**src/rtl/wl_pkg.sv**
```systemverilog
package wl_pkg;

    // Outcome held for the result cycle
    typedef enum logic [1:0] {
        WL_IDLE    = 2'd0,
        WL_COMMIT  = 2'd1,
        WL_DISCARD = 2'd2
    } wl_state_e;

endpackage

```
**src/rtl/wl_offset_gate.sv**
```systemverilog
// Decides whether the addressed byte of a page may be written.
module wl_offset_gate #(
    parameter int PAGE_BYTES = 8,
    localparam int OFF_W = $clog2(PAGE_BYTES)
) (
    input  logic [OFF_W-1:0]      offset,
    input  logic [PAGE_BYTES-1:0] lock_byte,
    input  logic                  wl_en,
    output logic                  allow,
    output logic                  on_mask_slot
);

    logic [PAGE_BYTES-1:0] hit;

    // one select term per byte slot of the page
    for (genvar i = 0; i < PAGE_BYTES; i++) begin : g_slot
        assign hit[i] = (offset == OFF_W'(i)) && lock_byte[i];
    end

    assign on_mask_slot = (offset == '0);
    assign allow        = !wl_en || (|hit);

endmodule

```
**src/rtl/wl_commit_merge.sv**
```systemverilog
// Forms the value to store; the mask byte can only lose ones.
module wl_commit_merge #(
    parameter int PAGE_BYTES = 8
) (
    input  logic                  wl_en,
    input  logic                  on_mask_slot,
    input  logic [PAGE_BYTES-1:0] new_val,
    input  logic [PAGE_BYTES-1:0] old_mask,
    output logic [PAGE_BYTES-1:0] merged
);

    logic one_way;
    assign one_way = wl_en && on_mask_slot;

    for (genvar b = 0; b < PAGE_BYTES; b++) begin : g_bit
        assign merged[b] = one_way ? (new_val[b] & old_mask[b]) : new_val[b];
    end

endmodule

```
**src/rtl/wl_guard.sv**
```systemverilog
module wl_guard
    import wl_pkg::*;
#(
    parameter int ADDR_W     = 6,
    parameter int PAGE_BYTES = 8
) (
    input  logic                  clk,
    input  logic                  rst_n,
    input  logic                  req_valid,
    input  logic [ADDR_W-1:0]     req_addr,
    input  logic [PAGE_BYTES-1:0] req_data,
    input  logic                  wl_en,
    input  logic [PAGE_BYTES-1:0] lock_byte,
    output logic                  res_valid,
    output logic                  res_permit,
    output logic [ADDR_W-1:0]     res_addr,
    output logic [PAGE_BYTES-1:0] res_data
);

    localparam int OFF_W = $clog2(PAGE_BYTES);

    wl_state_e             state_q, state_d;
    logic [ADDR_W-1:0]     addr_q;
    logic [PAGE_BYTES-1:0] data_q;
    logic                  allow;
    logic                  on_mask_slot;
    logic [PAGE_BYTES-1:0] merged;

    wl_offset_gate #(.PAGE_BYTES(PAGE_BYTES)) u_gate (
        .offset       (req_addr[OFF_W-1:0]),
        .lock_byte    (lock_byte),
        .wl_en        (wl_en),
        .allow        (allow),
        .on_mask_slot (on_mask_slot)
    );

    wl_commit_merge #(.PAGE_BYTES(PAGE_BYTES)) u_merge (
        .wl_en        (wl_en),
        .on_mask_slot (on_mask_slot),
        .new_val      (req_data),
        .old_mask     (lock_byte),
        .merged       (merged)
    );

    // next-state: every request decides COMMIT or DISCARD
    always_comb begin
        state_d = WL_IDLE;
        if (req_valid) begin
            state_d = allow ? WL_COMMIT : WL_DISCARD;
        end
    end

    // state register with captured request
    always_ff @(posedge clk) begin
        if (!rst_n) begin
            state_q <= WL_IDLE;
            addr_q  <= '0;
            data_q  <= '0;
        end else begin
            state_q <= state_d;
            if (req_valid) begin
                addr_q <= req_addr;
                data_q <= merged;
            end
        end
    end

    // outputs decoded from the state
    always_comb begin
        res_addr = addr_q;
        unique case (state_q)
            WL_COMMIT: begin
                res_valid  = 1'b1;
                res_permit = 1'b1;
                res_data   = data_q;
            end
            WL_DISCARD: begin
                res_valid  = 1'b1;
                res_permit = 1'b0;
                res_data   = '0;
            end
            default: begin
                res_valid  = 1'b0;
                res_permit = 1'b0;
                res_data   = '0;
            end
        endcase
    end

endmodule

```
**config.mk**
```make
export PLATFORM = sky130hd
export DESIGN_NAME = wl_guard
export DESIGN_NICKNAME = d
export VERILOG_FILES = /design/src/rtl/wl_pkg.sv /design/src/rtl/wl_offset_gate.sv /design/src/rtl/wl_commit_merge.sv /design/src/rtl/wl_guard.sv
export SDC_FILE = /design/constraint.sdc
export NUM_CORES = 1
export LEC_CHECK = 0
export ABC_AREA = 1
export BUFFER_PORTS_ARGS = -buffer_cell sky130_fd_sc_hd__buf_2
export CAP_MARGIN = 20
export CORE_MARGIN = 2
export CORE_UTILIZATION = 48
export CTS_BUF_LIST = sky130_fd_sc_hd__clkbuf_8
export DETAILED_ROUTE_END_ITERATION = 8
export PLACE_DENSITY = 0.86
export SYNTH_ARGS = -nofsm -noshare
export SYNTH_HDL_FRONTEND = slang
export SYNTH_SLANG_ARGS = --single-unit
```
**constraint.sdc**
```tcl
create_clock -name clk -period 1.55 [get_ports clk]
set_clock_uncertainty 0.1 [all_clocks]
set_input_delay 0.2325 -clock clk [delete_from_list [all_inputs] [get_ports clk]]
set_output_delay 0.2325 -clock clk [all_outputs]
set_load 0.02 [all_outputs]
```
Word-level counts from Yosys, hierarchy flattened
Index checks and enable logic that the tools add are counted.
{"block": "totals", "out_inout_bits": 16, "in_bits": 26, "ff_bits": 16, "word_cells": 47}
{"block": "classes", "n_bitwise": 8, "muxes": 12, "n_eq_ne": 9, "n_reduce_logical": 15}
{"operator": "$eq 3x3->1 const B", "count": 4}
{"operator": "$mux 1", "count": 10}
{"operator": "$logic_and 1x1->1", "count": 9}
{"operator": "$and 1x1->1", "count": 8}
{"operator": "$mux 8", "count": 1}
{"operator": "$reduce_or 8->1", "count": 1}
{"operator": "$eq 3x2->1 const B", "count": 2}
{"operator": "$eq 3x1->1 const B", "count": 1}
{"operator": "$logic_not 3->1", "count": 1}
{"operator": "$eq 2x1->1 const B", "count": 1}
{"operator": "$eq 2x2->1 const B", "count": 1}
{"operator": "$mux 2", "count": 1}
{"operator": "$reduce_and 2->1", "count": 1}
{"operator": "$reduce_or 2->1", "count": 1}
{"operator": "$logic_not 1->1", "count": 1}
{"operator": "$logic_or 1x1->1", "count": 1}

Depth between registers and ports, before layout
{"block": "logic_depth", "depth_word": 5, "depth_mapped": 7, "depth_no_buf": 7}

By module
From an unflattened synthesis, not the netlist that was laid out.
{"block": "hier_totals", "hier_cells": 164, "area_unflattened_um2": 928.4}
{"mod": "wl_guard", "seq_area_each_um2": 320.3, "area_each_um2": 725.7, "n_inst": 1, "cells_each": 115}
{"mod": "wl_offset_gate", "seq_area_each_um2": 0.0, "area_each_um2": 106.4, "n_inst": 1, "cells_each": 24}
{"mod": "wl_commit_merge", "seq_area_each_um2": 0.0, "area_each_um2": 96.3, "n_inst": 1, "cells_each": 25}

Worst setup path before layout
Ideal clock, no wire load.
{"block": "synth_path", "kind": "register to output", "start": "register state_q[1]", "end": "output res_data[0]", "required_time_ns": 1.217, "arrival_ns": 1.048, "path_stages_with_launch": 6, "path_slack_ns": 0.170, "path_buffers": 1, "path_cell_list": "dfxtp_1 -> inv_1 -> ha_1 -> clkbuf_1 -> nand2_1 -> inv_1"}
{"block": "synth_between", "elab_chain_cells": 2}
{"element": "start: declaration", "line_no": "wl_guard.sv:22", "rtl": "wl_state_e state_q, state_d;"}
{"element": "start signal: assignment", "line_no": "wl_guard.sv:60", "rtl": "state_q <= state_d;"}
{"element": "$eq 2x1->1", "line_no": "wl_guard.sv:71", "rtl": "unique case (state_q)"}
{"element": "$mux 8", "line_no": "wl_guard.sv:71"}
{"element": "end: declaration", "line_no": "wl_guard.sv:17", "rtl": "output logic [PAGE_BYTES-1:0] res_data"}
No other way between the ends.

Worst setup path after layout
Same ends and word-level chain as after synthesis.

==> run metrics <==
Antenna Nets Post-Route=0; outcome=finished clean; Total GRT Usage=a little over a fifth; Avg WL per Cell=12.4 µm; Worst slew margin=73.6%; initial core utilization=50.5%; TritonCTS buffer count=3; synth warn=0; Crit Path Class=reg2out; placer's final routability congestion estimate=between 0.8 and 0.9; initial antenna violation count=0; gate count of the mapped netlist=~110; final worst slack=between 0.1 and 0.15 ns; Fin Setup TNS=0 ns; number of global-route vias before repair=roughly 740; Final period util=between 90% and 100%; hpwl dp=between 1 and 1.5 mm; number of DRC markers in iteration 0=35; TritonRoute pass-1 iters=4; die area=around 1900 µm²; Worst setup endpoint=res_data[0]; Die Height=between 40 and 50 µm; dpl ws=around 0.25 ns; instance area at placement=approximately 950 µm²; nets=~180; Total Wirelength=about 2 mm; crit path launch type=flip-flop; Worst R2R Path Depth=2; Post-Syn Area=743 µm²; Worst Path Required=about 1.2 ns; clock latency at the later pin of the worst-skew pair=about 0.25 ns; CP Capture Type=output pin; maxcap violations=0; min Tclk post-route=between 1 and 1.5 ns; Mapped Nets=135; leakage power=roughly 0.58 nW; Yosys cell types=14; # diodes=0; io pins=42; Hold Violations, Final=0; final max-slew violation count=0; Worst path most repeated cell=inv_1; number of remaining DRC errors=0; share of layout cells above drive strength 1=around a third; global-route wire length before repair=between 3 and 4 mm; f_max=between 700 and 800 MHz; CTS Root Buffer Type=clkbuf_8; Vias/cell=around 5.4; Layout Area Growth over Synthesis=34.5%; CP Cell Sequence=inv_1 -> ha_4 -> nand2_1 -> inv_1 -> buf_2; Core Region=about 1500 µm²; Avg Cell Area, Syn=roughly 7 µm²; Rows=14; WP data arrival=about 1.1 ns; Final Instance Area=about 1000 µm²; Post-CTS Setup Inserts=0; Setup crit start=state_q[1]; power density cells=927 nW/µm²; Max FO, Critical Path=9; # fillers=129; critical path's slowest cell=dfxtp_1; CTS tree=yes; final setup fails=0; R2R Path End=data_q[2]; HP Class=in2reg; reg-to-reg startpoint=data_q[2]; DR vias=just under 900; width of the die=43.4 µm; Clk pin slew, worst setup/hold paths=0.06 ns; Critical Path Max Stage Delay=approximately 0.30 ns; total congestion overflow=0; RSZ-0062 raised after global routing=false; H-tree depth=1; Peak VDD IR=0.776 mV; flop and latch count out of synthesis=16; setup slack, reg-to-reg=about 0.8 ns; Seq/Total Area, Yosys=between 40% and 50%; Clock Path Buffers=2; clock sinks=16; Least-Margin Pin Slew=between 0.3 and 0.4 ns; cts-stage hold buffer count=0; largest net degree at the start of global routing=28; input/output buffers=41
worst max-delay path: cells and delay by family (launching register included):
kind	cells	cell delay (ns)
and+or+nand+nor	1	0.07
adders and majority gates	1	0.20
DFF	1	0.30
buffers and inverters	3	0.27
flip-flops by register name, indices dropped and copies added, names as in the netlist:
register / flops
res_addr: 6
data_q: 8
state_q: 2
how the worst min path moves through the flow:
stage,from,endpoint,slack (ns),depth (start not counted)
after detailed placement,req_addr[3],res_addr[3],0.36,3
final,req_addr[3],res_addr[3],0.11,3
after global routing,req_addr[3],res_addr[3],0.14,3
after global placement,req_addr[3],res_addr[3],0.35,3
after floorplan,req_addr[3],res_addr[3],0.27,2
after CTS,req_addr[3],res_addr[3],0.11,3
cells by family after synthesis:
family	Yosys count	share of synthesized area, %
AOI/OAI and AO/OA	34	22.9
adders and majority gates	1	1.68
buffers and inverters	21	11.1
DFF	16	43.1
and+or+nand+nor	36	21.2
routing by layer:
metal	vias up	part of all wire, %	track usage [%]	wire, µm
met3	9	7.4	4.17	150
li1	430	-	-	-
met5	-	0	0	0
met1	399	42	27.0	858
met4	0	2.2	10.3	44
met2	41	48	36.7	966
power breakdown:
| part | switching (W) | total [W] | internal, W |
|---|---|---|---|
| Sequential | 0.0000120 | 0.000452 | 0.000440 |
| Combinational | 0.000107 | 0.000173 | 0.0000662 |
| Clock | 0.000130 | 0.000302 | 0.000172 |
placed cells by master, fill, tap and decap left out:
master and n:
buf_2 41, o21ai_0 22, dfxtp_1 16, nand2_1 15
inv_1 15, a21oi_1 12, nor2_1 11, nand3_1 5
nand4_1 3, clkbuf_8 3, inv_2 1, nand3_2 1
nor2_2 1, ha_4 1
synthesized netlist by cell type:
| master | number | area [µm²] |
|---|---|---|
| o21ai_0 | 22 | 110 |
| dfxtp_1 | 16 | 320 |
| inv_1 | 15 | 56.3 |
| nand2_1 | 15 | 56.3 |
| a21oi_1 | 12 | 60.1 |
| nor2_1 | 11 | 41.3 |
| nand3_1 | 5 | 25.0 |
| buf_2 | 3 | 15.0 |
| nand4_1 | 3 | 18.8 |
| clkbuf_1 | 2 | 7.51 |
| ha_1 | 1 | 12.5 |
| inv_2 | 1 | 3.75 |
| nand3_2 | 1 | 10.0 |
| nor2_2 | 1 | 6.26 |
metrics by stage:
stage               hold slack (ns)  total power [W]  std cells  utilization (%)
global route                  0.138         0.000965        163             67.9
global placement              0.354         0.000620        160             64.3
detailed placement            0.361         0.000625        160             64.3
CTS                           0.109         0.000927        163             67.3
floorplan                     0.267         0.000554        108                -
finish                        0.109         0.000927        163             67.9
what timing repair did:
| action | CTS | global route |
|---|---|---|
| endpoints found under the hold margin | 0 | 0 |
| endpoints found under the setup margin | 8 | 1 |
| gates resized for setup | 1 | 1 |
area by class of cell:
cell class	instances	area [µm²]	area share (%)
flip-flops and latches	16	320	32.0
inverters	16	60.1	6.01
multi-input cells	71	353	35.3
repair buffers	41	205	20.5
clock buffers	3	41.3	4.13
well taps	16	20.0	2.00
Power figures use the tool's default switching activity.
